<file path="src/rtl/rtc_core_pkg.sv">
package rtc_core_pkg;
  localparam int BYTE_W = 8;

  localparam logic [BYTE_W-1:0] ADDR_CTL   = 8'h14;
  localparam logic [BYTE_W-1:0] ADDR_SEC   = 8'h15;
  localparam logic [BYTE_W-1:0] ADDR_MIN   = 8'h16;
  localparam logic [BYTE_W-1:0] ADDR_HOUR  = 8'h17;
  localparam logic [BYTE_W-1:0] ADDR_DAYL  = 8'h18;
  localparam logic [BYTE_W-1:0] ADDR_DAYH  = 8'h19;
  localparam logic [BYTE_W-1:0] ADDR_AMIN  = 8'h1A;
  localparam logic [BYTE_W-1:0] ADDR_AHOUR = 8'h1B;
  localparam logic [BYTE_W-1:0] ADDR_ADAYL = 8'h1C;
  localparam logic [BYTE_W-1:0] ADDR_ADAYH = 8'h1D;

  localparam int CB_BUSY  = 7;
  localparam int CB_DAYEN = 5;
  localparam int CB_HREN  = 4;
  localparam int CB_MINEN = 3;
  localparam int CB_FLAG  = 2;
  localparam int CB_IEN   = 1;
  localparam int CB_RUN   = 0;

  typedef struct packed {
    logic day_en;
    logic hour_en;
    logic min_en;
  } match_en_t;
endpackage

</file>
<file path="src/rtl/rtc_bcd_counter.sv">
module rtc_bcd_counter #(
  parameter int TENS_W = 3,
  parameter logic [TENS_W+3:0] MAX_BCD = 'h59
) (
  input  logic              clk,
  input  logic              rst_n,
  input  logic              step,
  input  logic              load,
  input  logic [TENS_W+3:0] load_val,
  output logic [TENS_W+3:0] value,
  output logic [TENS_W+3:0] nxt,
  output logic              at_max
);
  localparam int W = TENS_W + 4;

  logic [W-1:0] inc_val;

  always_comb begin
    if (value == MAX_BCD)
      inc_val = '0;
    else if (value[3:0] == 4'd9)
      inc_val = {TENS_W'(value[W-1:4] + 1'b1), 4'd0};
    else
      inc_val = {value[W-1:4], value[3:0] + 4'd1};
  end

  assign at_max = (value == MAX_BCD);
  assign nxt    = step ? inc_val : value;

  always_ff @(posedge clk) begin
    if (!rst_n)    value <= '0;
    else if (load) value <= load_val;
    else if (step) value <= inc_val;
  end

  // digits stay legal BCD and within the counter limit
  a_r3_bcd_in_range: assert property (@(posedge clk) disable iff (!rst_n)
    (value[3:0] <= 4'd9) && (value <= MAX_BCD));

  // a step at the limit returns the field to zero
  a_r3_wrap_to_zero: assert property (@(posedge clk) disable iff (!rst_n)
    (step && !load && value == MAX_BCD) |=> (value == '0));
endmodule

</file>
<file path="src/rtl/rtc_day_counter.sv">
module rtc_day_counter #(
  parameter int DAY_W = 15
) (
  input  logic             clk,
  input  logic             rst_n,
  input  logic             step,
  input  logic             ld_lo,
  input  logic             ld_hi,
  input  logic [7:0]       wbyte,
  output logic [DAY_W-1:0] value,
  output logic [DAY_W-1:0] nxt
);
  localparam int HI_W = DAY_W - 8;

  assign nxt = step ? value + 1'b1 : value;

  always_ff @(posedge clk) begin
    if (!rst_n) begin
      value <= '0;
    end else if (ld_lo || ld_hi) begin
      if (ld_lo) value[7:0]       <= wbyte;
      if (ld_hi) value[DAY_W-1:8] <= wbyte[HI_W-1:0];
    end else if (step) begin
      value <= value + 1'b1;
    end
  end

  // the binary day count wraps from all ones to zero
  a_r6_day_wrap: assert property (@(posedge clk) disable iff (!rst_n)
    (step && !ld_lo && !ld_hi && (&value)) |=> (value == '0));
endmodule

</file>
<file path="src/rtl/rtc_alarm_unit.sv">
module rtc_alarm_unit
  import rtc_core_pkg::*;
#(
  parameter int DAY_W = 15
) (
  input  logic             clk,
  input  logic             rst_n,
  input  logic             wr_amin,
  input  logic             wr_ahour,
  input  logic             wr_adayl,
  input  logic             wr_adayh,
  input  logic [7:0]       wbyte,
  input  match_en_t        en,
  input  logic             eval,
  input  logic [6:0]       new_sec,
  input  logic [6:0]       new_min,
  input  logic [5:0]       new_hour,
  input  logic [DAY_W-1:0] new_day,
  input  logic             clr,
  output logic             flag,
  output logic [6:0]       amin,
  output logic [5:0]       ahour,
  output logic [DAY_W-1:0] aday
);
  localparam int HI_W = DAY_W - 8;

  logic any_en;
  logic fields_ok;
  logic hit;

  always_ff @(posedge clk) begin
    if (!rst_n) begin
      amin  <= '0;
      ahour <= '0;
      aday  <= '0;
    end else begin
      if (wr_amin)  amin            <= wbyte[6:0];
      if (wr_ahour) ahour           <= wbyte[5:0];
      if (wr_adayl) aday[7:0]       <= wbyte;
      if (wr_adayh) aday[DAY_W-1:8] <= wbyte[HI_W-1:0];
    end
  end

  assign any_en    = en.min_en | en.hour_en | en.day_en;
  assign fields_ok = (!en.min_en  || new_min  == amin)  &&
                     (!en.hour_en || new_hour == ahour) &&
                     (!en.day_en  || new_day  == aday);
  assign hit       = eval && (new_sec == '0) && any_en && fields_ok;

  always_ff @(posedge clk) begin
    if (!rst_n)   flag <= 1'b0;
    else if (hit) flag <= 1'b1;
    else if (clr) flag <= 1'b0;
  end

  // with no field enabled a clear flag stays clear
  a_r11_no_enable_no_set: assert property (@(posedge clk) disable iff (!rst_n)
    (!any_en && !flag) |=> !flag);

  // the flag can only rise on a cycle that applies a tick
  a_r10_set_only_on_update: assert property (@(posedge clk) disable iff (!rst_n)
    (!flag && !eval) |=> !flag);

  // without a clear request the flag is sticky
  a_r12_flag_sticky: assert property (@(posedge clk) disable iff (!rst_n)
    (flag && !clr) |=> flag);
endmodule

</file>
<file path="src/rtl/rtc_core.sv">
module rtc_core
  import rtc_core_pkg::*;
#(
  parameter int DAY_W = 15
) (
  input  logic       clk,
  input  logic       rst_n,
  input  logic       tick_1hz,
  input  logic       req_valid,
  output logic       req_ready,
  input  logic       req_write,
  input  logic [7:0] req_addr,
  input  logic [7:0] req_wdata,
  output logic       rsp_valid,
  output logic [7:0] rsp_rdata,
  output logic       cal_busy,
  output logic       alarm_irq
);
  localparam int HI_W = DAY_W - 8;

  logic             tick_q;
  logic             run_en;
  logic             irq_en;
  match_en_t        en;
  logic             wr_acc;
  logic             rd_acc;
  logic             time_wr;
  logic             ctl_wr;
  logic             flag;
  logic [6:0]       sec_val,  sec_nxt,  min_val, min_nxt;
  logic [5:0]       hour_val, hour_nxt;
  logic [DAY_W-1:0] day_val,  day_nxt;
  logic             sec_top,  min_top,  hour_top;
  logic [6:0]       amin;
  logic [5:0]       ahour;
  logic [DAY_W-1:0] aday;
  logic [7:0]       rmux;
  logic [7:0]       day_hi_b, aday_hi_b;

  assign req_ready = 1'b1;
  assign wr_acc    = req_valid &  req_write;
  assign rd_acc    = req_valid & ~req_write;
  assign time_wr   = wr_acc & ~tick_q;
  assign ctl_wr    = wr_acc & (req_addr == ADDR_CTL);
  assign cal_busy  = tick_q;
  assign alarm_irq = flag & irq_en;

  always_ff @(posedge clk) begin
    if (!rst_n) tick_q <= 1'b0;
    else        tick_q <= tick_1hz & run_en;
  end

  always_ff @(posedge clk) begin
    if (!rst_n) begin
      run_en <= 1'b0;
      irq_en <= 1'b0;
      en     <= '0;
    end else if (ctl_wr) begin
      run_en     <= req_wdata[CB_RUN];
      irq_en     <= req_wdata[CB_IEN];
      en.min_en  <= req_wdata[CB_MINEN];
      en.hour_en <= req_wdata[CB_HREN];
      en.day_en  <= req_wdata[CB_DAYEN];
    end
  end

  rtc_bcd_counter #(.TENS_W(3), .MAX_BCD(7'h59)) u_sec (
    .clk(clk), .rst_n(rst_n), .step(tick_q),
    .load(time_wr && req_addr == ADDR_SEC), .load_val(req_wdata[6:0]),
    .value(sec_val), .nxt(sec_nxt), .at_max(sec_top));

  rtc_bcd_counter #(.TENS_W(3), .MAX_BCD(7'h59)) u_min (
    .clk(clk), .rst_n(rst_n), .step(tick_q & sec_top),
    .load(time_wr && req_addr == ADDR_MIN), .load_val(req_wdata[6:0]),
    .value(min_val), .nxt(min_nxt), .at_max(min_top));

  rtc_bcd_counter #(.TENS_W(2), .MAX_BCD(6'h23)) u_hour (
    .clk(clk), .rst_n(rst_n), .step(tick_q & sec_top & min_top),
    .load(time_wr && req_addr == ADDR_HOUR), .load_val(req_wdata[5:0]),
    .value(hour_val), .nxt(hour_nxt), .at_max(hour_top));

  rtc_day_counter #(.DAY_W(DAY_W)) u_day (
    .clk(clk), .rst_n(rst_n), .step(tick_q & sec_top & min_top & hour_top),
    .ld_lo(time_wr && req_addr == ADDR_DAYL),
    .ld_hi(time_wr && req_addr == ADDR_DAYH),
    .wbyte(req_wdata), .value(day_val), .nxt(day_nxt));

  rtc_alarm_unit #(.DAY_W(DAY_W)) u_alarm (
    .clk(clk), .rst_n(rst_n),
    .wr_amin (wr_acc && req_addr == ADDR_AMIN),
    .wr_ahour(wr_acc && req_addr == ADDR_AHOUR),
    .wr_adayl(wr_acc && req_addr == ADDR_ADAYL),
    .wr_adayh(wr_acc && req_addr == ADDR_ADAYH),
    .wbyte(req_wdata), .en(en), .eval(tick_q),
    .new_sec(sec_nxt), .new_min(min_nxt), .new_hour(hour_nxt), .new_day(day_nxt),
    .clr(ctl_wr & req_wdata[CB_FLAG]), .flag(flag),
    .amin(amin), .ahour(ahour), .aday(aday));

  always_comb begin
    day_hi_b  = '0;
    aday_hi_b = '0;
    day_hi_b[HI_W-1:0]  = day_val[DAY_W-1:8];
    aday_hi_b[HI_W-1:0] = aday[DAY_W-1:8];
  end

  always_comb begin
    rmux = '0;
    unique case (req_addr)
      ADDR_CTL:   begin
        rmux[CB_BUSY]  = tick_q;
        rmux[CB_DAYEN] = en.day_en;
        rmux[CB_HREN]  = en.hour_en;
        rmux[CB_MINEN] = en.min_en;
        rmux[CB_FLAG]  = flag;
        rmux[CB_IEN]   = irq_en;
        rmux[CB_RUN]   = run_en;
      end
      ADDR_SEC:   rmux = {1'b0, sec_val};
      ADDR_MIN:   rmux = {1'b0, min_val};
      ADDR_HOUR:  rmux = {2'b0, hour_val};
      ADDR_DAYL:  rmux = day_val[7:0];
      ADDR_DAYH:  rmux = day_hi_b;
      ADDR_AMIN:  rmux = {1'b0, amin};
      ADDR_AHOUR: rmux = {2'b0, ahour};
      ADDR_ADAYL: rmux = aday[7:0];
      ADDR_ADAYH: rmux = aday_hi_b;
      default:    rmux = '0;
    endcase
  end

  always_ff @(posedge clk) begin
    if (!rst_n) begin
      rsp_valid <= 1'b0;
      rsp_rdata <= '0;
    end else begin
      rsp_valid <= rd_acc;
      if (rd_acc) rsp_rdata <= rmux;
    end
  end

  // a response appears only one cycle after an accepted read
  a_r2_rsp_follows_read: assert property (@(posedge clk) disable iff (!rst_n)
    rsp_valid |-> $past(req_valid && !req_write));

  // a tick taken while running makes the next cycle busy
  a_r8_busy_after_tick: assert property (@(posedge clk) disable iff (!rst_n)
    (tick_1hz && run_en) |=> cal_busy);

  // a seconds write during busy loses to the tick update
  a_r9_busy_drops_write: assert property (@(posedge clk) disable iff (!rst_n)
    (cal_busy && req_valid && req_write && req_addr == ADDR_SEC)
      |=> (sec_val == $past(sec_nxt)));

  // without the run bit the seconds field holds unless written
  a_r7_hold_when_stopped: assert property (@(posedge clk) disable iff (!rst_n)
    (!cal_busy && !(req_valid && req_write)) |=> $stable(sec_val));
endmodule

</file>
<file path="config.mk">
export PLATFORM = sky130hd
export DESIGN_NAME = rtc_core
export DESIGN_NICKNAME = d
export VERILOG_FILES = /design/src/rtl/rtc_core_pkg.sv /design/src/rtl/rtc_bcd_counter.sv /design/src/rtl/rtc_day_counter.sv /design/src/rtl/rtc_alarm_unit.sv /design/src/rtl/rtc_core.sv
export SDC_FILE = /design/constraint.sdc
export NUM_CORES = 1
export LEC_CHECK = 0
export ABC_AREA = 1
export BUFFER_PORTS_ARGS = -buffer_cell sky130_fd_sc_hd__buf_2
export CAP_MARGIN = 20
export CORE_MARGIN = 2
export CORE_UTILIZATION = 25
export DETAILED_ROUTE_END_ITERATION = 8
export PLACE_DENSITY = 0.47
export SETUP_SLACK_MARGIN = 0.3
export SYNTH_ARGS = -nofsm -noshare
export SYNTH_HDL_FRONTEND = slang
export SYNTH_HIERARCHICAL = 1
export SYNTH_SLANG_ARGS = --single-unit
</file>
<file path="constraint.sdc">
create_clock -name clk -period 3.6 [get_ports clk]
set_input_delay 0.72 -clock clk [delete_from_list [all_inputs] [get_ports clk]]
set_output_delay 0.72 -clock clk [all_outputs]
set_load 0.01 [all_outputs]
</file>
# Word level (Yosys, flattened, before mapping)
# Index checks and enable logic that the tools add are counted.
# W data, S select, Z words.
# word_totals
regBits	79
output_inout_bits	12
elab_cells	104
# classes
add_sub_neg	7
n_eq_ne	21
mux	21
n_bitwise	14
reduce_logical	23
# op_table
cell	count
$eq A8 B5 Y1 const B	10
$mux W7	9
$pmux W6 S10	1
$mux W15	2
$mux W6	4
$add A15 B1 Y15 const B	1
$eq A15 B15 Y1	1
$eq A7 B7 Y1 const B	2
$logic_and A1 B1 Y1	14
$add A4 B1 Y4 const B	3
$eq A4 B4 Y1 const B	3
$and A1 B1 Y1	10
$mux W8	1
$eq A7 B7 Y1	1
$logic_not A7 Y1	1
$pmux W1 S7	1
$add A3 B1 Y3 const B	2
$eq A6 B6 Y1	1
$eq A6 B6 Y1 const B	1
$logic_or A1 B1 Y1	4
$ne A2 B1 Y1 const B	2
$logic_not A1 Y1	3
$pmux W1 S3	1
$add A2 B1 Y2 const B	1
other kinds (4)	7

# Longest topological paths before layout
# Gate-level depths: netlist (run 1).
# logic_depth
word_depth	10
mapped_depth	22

# Modules after synthesis
# Netlist (run 1), hierarchy kept.
# by_module_without_submodules
mod	n_inst	cells_per_inst	area_each_um2
rtc_alarm_unit	1	234	1486.4
rtc_core	1	249	1422.6
rtc_day_counter	1	185	1146.1
rtc_bcd_counter at u_min ...	2	74	478.0
rtc_bcd_counter at u_hour	1	71	489.2

# Least setup slack after synthesis (run 1)
# Ideal clock, no wire load.
# synth_path
path_type	flip-flop to flip-flop
start	register u_sec.value[4]
end	register u_alarm.flag
t_arrival_ps	2683
path_slack_ps	851
path_stages_with_launch	20
n_path_buf	0
synth_period_minus_slack_ps	2749
cell_sequence	dfxtp_1 > ha_1 > nand2_1 > nor3_1 > nand2_1 > nor3b_1 > nand2_1 > nor2_4 > nand2_1 > nor2_1 > nand3_1 > and2_1 > xor2_1 > nor2_1 > nand2_1 > nor2_1 > nand2_1 > nand2_1 > nand2_1 > a21oi_2
# synth_between
elab_chain_len	10
# synth_rtl
item	line_no	text
start, declared	rtc_bcd_counter.sv:10	output logic [TENS_W+3:0] value,
start signal, assigned	rtc_bcd_counter.sv:32	else if (load) value <= load_val;
start signal, assigned	rtc_bcd_counter.sv:33	else if (step) value <= inc_val;
$eq A7 B7 Y1 *	rtc_bcd_counter.sv:27	assign at_max = (value == MAX_BCD);
named net sec_top	rtc_core.sv:33	logic sec_top, min_top, hour_top;
$and A1 B1 Y1 * (3 in series)	rtc_core.sv:83	.clk(clk), .rst_n(rst_n), .step(tick_q & sec_top & min_top & hour_top),
$mux W15 *	--	
named net day_nxt[11]	rtc_core.sv:32	logic [DAY_W-1:0] day_val, day_nxt;
$eq A15 B15 Y1 *	rtc_alarm_unit.sv:47	(!en.day_en || new_day == aday);
$logic_or A1 B1 Y1 *	rtc_alarm_unit.sv:47	
$logic_and A1 B1 Y1 *	rtc_alarm_unit.sv:46	(!en.hour_en || new_hour == ahour) &&
$logic_and A1 B1 Y1 *	rtc_alarm_unit.sv:48	assign hit = eval && (new_sec == '0) && any_en && fields_ok;
$mux W1 / $reduce_bool A2 Y1 (equally long branches)	--	
end signal, assigned	rtc_alarm_unit.sv:51	if (!rst_n) flag <= 1'b0;
end signal, assigned	rtc_alarm_unit.sv:52	else if (hit) flag <= 1'b1;
end signal, assigned	rtc_alarm_unit.sv:53	else if (clr) flag <= 1'b0;
end, declared	rtc_alarm_unit.sv:20	output logic flag,
# Mark *: on every way through the listed nets, which the timed path passes. The rest lies on a longest branch.
# A chain may end at the register's enable or synchronous reset.

# Worst setup path in the final report (run 1)
# layout_path
start	register u_sec.value[5]
end	register u_alarm.flag
# Same word-level chain as after synthesis.

==> impl_metrics.py, run 1 <==
metrics = {
    "status": {
        "outcome": "complete, no violations",
    },
    "yosys": {
        "ys_types": 43,
        "syn_nets": 914,
        "muxShareOfSynthArea": 0,
        "postSynth.asyncResetShare": 0,
        "seq_area_frac_synth": 0.288,
        "ys.warnings.count": 6,
        "synthAdderAreaFrac": 0.0136,
        "synthXorXnorAreaFrac": 0.0362,
        "synth_compound_gate_area_share": 0.125,
        "synth_area_um2": 5500,
        "synthFlopType": "dfxtp_1",
        "yosys.area.top_type": "dfxtp_1",
        "yosys-top-cells-area": "dfxtp_1 (29%), nand2_1 (13%), nand3_1 (9.6%), inv_1 (9.3%), nor2_1 (7.5%)",
        "synth-seq-cells": 79,
        "synth_edf_count": 0,
        "syn_avg_cell_area_um2": 6.20,
        "yosys.area_share.simple": 0.411,
        "synth_top_family_by_area": "simple AND/OR/NAND/NOR gates",
        "yosys.area.top_type_share": 0.288,
        "synthCells": 887,
    },
    "power_and_ir_drop": {
        "ir_drop_mv": 0.173,
        "seqPwrFrac": 0.456,
        "p_per_area_nw_per_um2": 306,
        "p_leak_nw": 2.92,
        "intPower_w": 0.00146,
        "swShare": 0.244,
        "p_comb_frac": 0.060,
        "netSwitchingPower_w": 0.000469,
        "p_clk_frac": 0.484,
    },
    "clock_tree": {
        "clock-sinks": 79,
        "root_buffer": "clkbuf_16",
        "holdBufCountCts": 0,
        "cts_buffer_depth": 2,
        "htree_levels": 3,
        "cts_inserted_buffers": 9,
        "cts_tree": "done",
        "clk_pin_slew_ns": 0.06,
        "clk_latency_ns": 0.35,
    },
    "grt": {
        "grt_pass1_vias": 5281,
        "grt_overflow": 0,
        "grt_antenna_before_repair": 0,
        "grt_first_pass_wirelength_mm": 29.4,
        "grt_max_degree": 72,
        "grtUsageTotal": 0.163,
    },
    "layout": {
        "diodes": 0,
        "syn_to_final_growth_pct": 14.2,
        "fin_cells": 1205,
        "fillers": 2457,
        "drive_gt1_frac": 0.147,
        "nets": 947,
        "fin_util": 0.290,
    },
    "worst_hold_path": {
        "min-delay-path-class": "reg2reg",
    },
    "timing": {
        "slew_headroom": 0.409,
        "clock.fmax_mhz": 332,
        "setup_tns_ns": 0,
        "worst_slack_ns": 0.592,
        "rsz0062_at_grt": "no",
        "skew_ns": 0.00586,
        "layout_worst_path_cycle_share": 0.835,
        "timing.hold.ws_ns": 0.467,
        "slew_viol_final": 0,
        "fin_crit_ns": 3.01,
        "finalSetupViolCount": 0,
        "worstMarginPinSlew_ns": 0.883,
        "hold_viol": 0,
    },
    "floorplanning": {
        "ios": 33,
        "design.core.area_um2": 21700,
        "fp.dieH_um": 152,
        "dieArea_um2": 23200,
        "die_w_um": 152,
        "core.rowCount": 54,
        "start_util": 0.254,
    },
    "drt": {
        "num_vias": 5566,
        "wire_per_inst_um": 15.3,
        "finalWirelength_mm": 18.5,
        "final_antenna_net_count": 0,
        "dr.pass1.iters": 7,
        "drc": 0,
        "vias_per_cell": 4.62,
        "drt_iter0_drc": 462,
    },
    "place": {
        "placed_cells": 1188,
        "place_ws_ns": 0.446,
        "numPortBuffers": 31,
        "detailed_place_hpwl_mm": 13.9,
        "place_congestion": 0.863,
    },
    "critical_path": {
        "path_class": "reg2reg",
        "required_ns": 3.89,
        "path_max_fanout": 6,
        "end_kind": "flop",
        "critPathLaunchType": "flop",
        "critPathArrivalTime_ns": 3.30,
    },
    "job": {
        "cap_violations": 0,
    },
}
[per-layer routing]
metal	track usage	wire, µm	up-vias
met5	0	0	-
met4	0.0516	385	0
met3	0.0262	830	25
met2	0.257	8280	140
met1	0.226	8980	2508
li1	-	-	2893
[cell families (layout without fill, tap and decap cells)]
kind of cell,count (synthesis),in the layout
simple gates,480,480
buf+inv,175,213
compound gates,125,125
flops,79,79
xor+xnor,21,21
fa+ha+maj,6,6
other cells,1,1
[Yosys cell counts, types with 2 or more instances]
| master | instances |
|---|---|
| inv_1 | 136 |
| nand3_1 | 106 |
| nor4_1 | 9 |
| o221ai_1 | 2 |
| buf_6 | 2 |
| a21oi_1 | 43 |
| o21ai_1 | 12 |
| dfxtp_1 | 79 |
| nor2_2 | 10 |
| o21ai_0 | 49 |
| xor2_2 | 2 |
| ha_1 | 6 |
| o211ai_1 | 2 |
| a31oi_1 | 3 |
| o22ai_1 | 3 |
| nand3_2 | 9 |
| nand2_2 | 13 |
| nor3_1 | 5 |
| nand2_1 | 186 |
| nor2_4 | 13 |
| clkinv_1 | 4 |
| a221oi_1 | 2 |
| xor2_1 | 15 |
| clkbuf_1 | 3 |
| a21oi_2 | 6 |
| nand4_1 | 8 |
| and2_1 | 2 |
| xnor2_1 | 4 |
| buf_4 | 2 |
| inv_2 | 15 |
| nor2_1 | 110 |
| nand2_4 | 4 |
| buf_2 | 12 |
[final timing paths]
path                             startpoint                   endpoint  slack [ns]  cells after the start
hold / removal    rsp_rdata[3]$_SDFFE_PN0P_  rsp_rdata[3]$_SDFFE_PN0P_        0.47                      2
setup reg to reg  u_sec/value[5]$_SDFF_PN0_  u_alarm/flag$_SDFFE_PN0P_        0.59                     22
setup / recovery  u_sec/value[5]$_SDFF_PN0_  u_alarm/flag$_SDFFE_PN0P_        0.59                     22
hold reg to reg   rsp_rdata[3]$_SDFFE_PN0P_  rsp_rdata[3]$_SDFFE_PN0P_        0.47                      2
[cell type report]
class / instances / area (µm²) / share of cell area
multi-input combinational: 633 / 3240 / 0.516
sequential: 79 / 1580 / 0.252
inverter: 155 / 582 / 0.0926
tap: 280 / 350 / 0.0558
clock buffer: 12 / 246 / 0.0392
timing repair buffer: 42 / 238 / 0.0378
clock inverter: 4 / 45.0 / 0.00717
[sequential cells by signal, indices dropped and copies added, names as in the netlist]
signal	count
cal_busy	1
en	3
irq_en	1
rsp_rdata	8
rsp_valid	1
run_en	1
u_alarm/aday	15
u_alarm/ahour	6
u_alarm/amin	7
u_alarm/flag	1
u_day/value	15
u_hour/value	6
u_min/value	7
u_sec/value	7
[worst max-delay path, cell delays in order (launching register included)]
cell and delay, ns:
dfxtp_1 0.35, inv_1 0.07, ha_1 0.16, nand2_1 0.08, nor3_2 0.21, nand2_1 0.17, nor3b_2 0.24, buf_4 0.19
nand2_1 0.10, nor2_4 0.15, nand3_1 0.15, nor2_1 0.15, nand2_1 0.09, nand2_1 0.08, inv_1 0.06, xor2_1 0.13
nor2_1 0.09, nand2_1 0.06, nor2_1 0.08, nand2_1 0.09, nand2_1 0.07, nand2_1 0.07, a21oi_2 0.11
[power groups by stage]
stage          logic [W]  clock network (W)  registers [W]
2_1_floorplan  0.0000585                  0       0.000897
3_3_place_gp    0.000116                  0       0.000898
3_5_place_dp    0.000116                  0       0.000897
4_1_cts         0.000116           0.000962       0.000878
5_1_grt         0.000126            0.00100       0.000877
6_report        0.000115           0.000932       0.000878
[layout by cell type, fill, tap and decap left out, types with 3 or more instances in the layout]
cell and instances:
nor2_2 12, o21ai_0 49, ha_1 6, nor2_1 108, nand2_4 4, clkinv_2 3
o21ai_1 12, nand4_1 8, dfxtp_1 78, buf_2 31, o22ai_1 3, nand3_1 106
a21oi_1 43, nor2_4 13, inv_2 15, nand2_1 186, nand2_2 13, inv_1 136
clkinv_1 4, nor4_1 9, buf_4 11, a31oi_1 3, xnor2_1 4, clkbuf_16 9
xor2_1 15, nand3_2 9, a21oi_2 6, nor3_1 4
[repair_timing]
item	CTS	global route
setup buffers	0	1
gates resized for setup	0	5
endpoints found under the setup margin	0	1
[through the flow]
stage / area, µm² / power (W)
2_1_floorplan: 5500 / 0.000956
5_1_grt: 6280 / 0.00200
4_1_cts: 6260 / 0.00196
3_5_place_dp: 5970 / 0.00101
3_3_place_gp: 5970 / 0.00101
6_report: 6280 / 0.00192
Power figures use the tool's default switching activity.
==> run 2, diff against run 1 <==
ABC_AREA = 0   (was 1)
PLACE_DENSITY = 0.48   (was 0.47)
clock period = 2.7 ns   (was 3.6 ns; I/O delays follow)
==> run 2 against run 1 <==
  * Via count down 15%
  * Sequential power up 33%
  * Critical path depth down 9
  * Maximum frequency up 15%
  * Die area down 6.5%
  * Hold slack worse by 0.026 ns
  * Area after synthesis down 6.7%
  * Non-clock buffer count up 50
  * Worst setup slack worse by 0.51 ns
  * Sequential share of layout area down 0.085 points
  * Clock power up 35%
==> impl_metrics.py, run 2 <==
metrics = {
    "status": {
        "outcome": "complete, no violations",
    },
    "worst_hold_path": {
        "min-delay-path-class": "in2reg",
        "holdPathEnd": "cal_busy$_SDFF_PN0_",
        "worstHoldStart": "tick_1hz",
        "holdPathStages": 2,
    },
    "layout": {
        "drive_gt1_frac": 0.236,
        "final_cell_mix": "dfxtp_1 (75), buf_4 (60), nor2_1 (54), xnor2_1 (43), mux2i_1 (39)",
        "fin_util": 0.313,
        "diodes": 0,
        "final_cell_area_um2": 6320,
        "reg.largest.list": "u_alarm/aday (15), u_day/value (15), rsp_rdata (8)",
        "syn_to_final_growth_pct": 23.1,
        "final_common_cell": "dfxtp_1",
        "nets": 700,
    },
    "timing": {
        "fin_crit_ns": 2.62,
        "finalSetupViolCount": 0,
        "rsz0062_at_grt": "yes",
        "worstMarginPinSlew_ns": 0.731,
        "clock.fmax_mhz": 382,
        "setup_tns_ns": 0,
        "slew_headroom": 0.512,
        "slew_viol_final": 0,
        "hold_viol": 0,
        "skew_ns": 0.00440,
        "layout_worst_path_cycle_share": 0.971,
    },
    "yosys": {
        "syn_avg_cell_area_um2": 8.50,
        "ys_types": 80,
        "synth_edf_count": 0,
        "yosys.area.top_type": "dfxtp_1",
        "yosys.area.top_type_share": 0.308,
        "seq_area_frac_synth": 0.308,
        "yosys-top-cells-area": "dfxtp_1 (31%), mux2i_1 (7.8%), xnor2_1 (7.3%), nor2_1 (4.1%), o21ai_0 (3.6%)",
        "postSynth.asyncResetShare": 0,
        "yosys-top-cells-count": "dfxtp_1 (79), nor2_1 (56), xnor2_1 (43), mux2i_1 (40), nand2_1 (38)",
        "synth-seq-cells": 79,
        "syn_nets": 631,
        "synthFlopType": "dfxtp_1",
        "synth_area_um2": 5130,
        "synthCells": 604,
        "ys.warnings.count": 6,
        "yosysMostFrequentCell": "dfxtp_1",
    },
    "critical_path": {
        "critPathArrivalTime_ns": 2.83,
        "end_kind": "flop",
        "rr_endpoint": "u_alarm/flag$_SDFFE_PN0P_",
        "r2r_slack_ns": 0.08,
        "reg2reg_from": "u_sec/value[1]$_SDFF_PN0_",
        "worstRegToRegCells": 13,
        "path_max_fanout": 4,
        "required_ns": 2.91,
        "path_class": "reg2reg",
        "critPathLaunchType": "flop",
    },
    "floorplanning": {
        "dieArea_um2": 21700,
        "design.core.area_um2": 20200,
        "die_w_um": 147,
        "start_util": 0.254,
        "core.rowCount": 52,
        "fp.dieH_um": 147,
        "ios": 33,
    },
    "drt": {
        "drt_iter0_drc": 354,
        "num_vias": 4706,
        "finalWirelength_mm": 17.8,
        "vias_per_cell": 4.96,
        "drc": 0,
        "wire_per_inst_um": 18.8,
        "dr.pass1.iters": 5,
        "final_antenna_net_count": 0,
    },
    "power_and_ir_drop": {
        "p_per_area_nw_per_um2": 410,
        "p_leak_nw": 2.43,
        "ir_drop_mv": 0.315,
        "total_power_w": 0.00259,
    },
    "grt": {
        "grt_antenna_before_repair": 0,
        "grt_pass1_vias": 4586,
        "grt_max_degree": 35,
        "grt_overflow": 0,
        "grtUsageTotal": 0.166,
        "grt_first_pass_wirelength_mm": 27.3,
    },
    "place": {
        "detailed_place_hpwl_mm": 13.2,
        "detailed_place.area_um2": 5900,
        "numPortBuffers": 31,
        "place_congestion": 0.972,
    },
    "clock_tree": {
        "cts_inserted_buffers": 9,
        "clock-sinks": 79,
        "holdBufCountCts": 0,
        "root_buffer": "clkbuf_16",
        "cts_tree": "done",
        "cts_buffer_depth": 2,
        "htree_levels": 3,
        "clk_latency_ns": 0.35,
        "clk_pin_slew_ns": 0.06,
    },
    "job": {
        "cap_violations": 0,
    },
}
[run 2: cell types whose count changed in the layout (fill, tap and decap cells not counted), sizes merged, moves of 8 or more]
cell,before,now
nand2,203,40
inv,151,15
nand3,115,21
nor2,134,57
buf,42,92
mux2i,0,40
xnor2,4,43
o21ai,62,38
a21oi,49,29
a22oi,0,18
nor3,6,19
nor2b,0,11
mux2,0,8
[run 2: cells by family (layout without fill, tap and decap cells)]
logic type / after synthesis / after routing / share of synthesized area
AO/OA/AOI/OAI: 140 / 140 / 0.187
XOR/XNOR: 61 / 61 / 0.104
adder cells (fa/ha/maj): 6 / 6 / 0.0146
buffers and inverters: 51 / 125 / 0.0478
flip-flops: 79 / 79 / 0.308
multiplexers: 48 / 48 / 0.0956
other: 1 / 1 / 0.000731
AND/OR/NAND/NOR: 218 / 218 / 0.242
[run 2: area by class of cell]
| type | count | area, µm² |
|---|---|---|
| clock inverter | 5 | 57.6 |
| fill | 2208 | 13800 |
| clock buffer | 11 | 243 |
| timing repair buffer | 92 | 617 |
| multi-input combinational | 474 | 3410 |
| inverter | 17 | 63.8 |
| sequential | 79 | 1590 |
| tap | 270 | 338 |
[run 2: worst max-delay path: stages, from the launching register on]
cell,delay (ns)
dfxtp_2,0.31
and4bb_1,0.31
and3_4,0.20
and3_4,0.19
and2_4,0.18
nand4_1,0.14
buf_6,0.18
nor3_4,0.13
nand3_2,0.10
xnor2_1,0.21
xor2_1,0.16
nor3_1,0.07
a311oi_1,0.21
nor3_1,0.08
[run 2: how the worst max path moves through the flow]
stage | cells past startpoint | slack (ns) | to | from
after CTS | 13 | 0.11 | u_alarm/flag$_SDFFE_PN0P_ | u_sec/value[2]$_SDFF_PN0_
after detailed placement | 12 | -0.04 | u_alarm/flag$_SDFFE_PN0P_ | u_sec/value[1]$_SDFF_PN0_
final | 13 | 0.08 | u_alarm/flag$_SDFFE_PN0P_ | u_sec/value[1]$_SDFF_PN0_
after global placement | 12 | -0.03 | u_alarm/flag$_SDFFE_PN0P_ | u_sec/value[1]$_SDFF_PN0_
after global routing | 14 | -0.07 | u_alarm/flag$_SDFFE_PN0P_ | u_sec/value[1]$_SDFF_PN0_
after floorplan | 14 | 0.12 | u_alarm/flag$_SDFFE_PN0P_ | u_sec/value[1]$_SDFF_PN0_
[run 2: layer usage]
metal	vias up	track usage	routed length, µm
li1	2320	-	-
met1	2255	0.232	8610
met2	107	0.264	8180
met3	24	0.0264	688
met4	0	0.0466	342
met5	-	0	0
[run 2: repair_timing]
item,in CTS,in global routing
pin swaps,9,14
endpoints found under the hold margin,0,0
endpoints found under the setup margin,1,4
gates resized for setup,8,8
buffers inserted,3,2
[run 2: power breakdown]
part	internal, W	leakage (nW)	switching, W
registers	0.00117	0.638	0.00000215
logic	0.0000469	1.65	0.000115
clock network	0.000740	0.138	0.000516
[run 2: metrics by stage]
stage	std cells	setup slack [ns]	hold slack, ns
after floorplan	604	0.118	0.473
after detailed placement	927	-0.0394	0.479
final	948	0.0793	0.441
after global routing	948	-0.0727	0.442
after CTS	946	0.114	0.435
after global placement	927	-0.0289	0.475
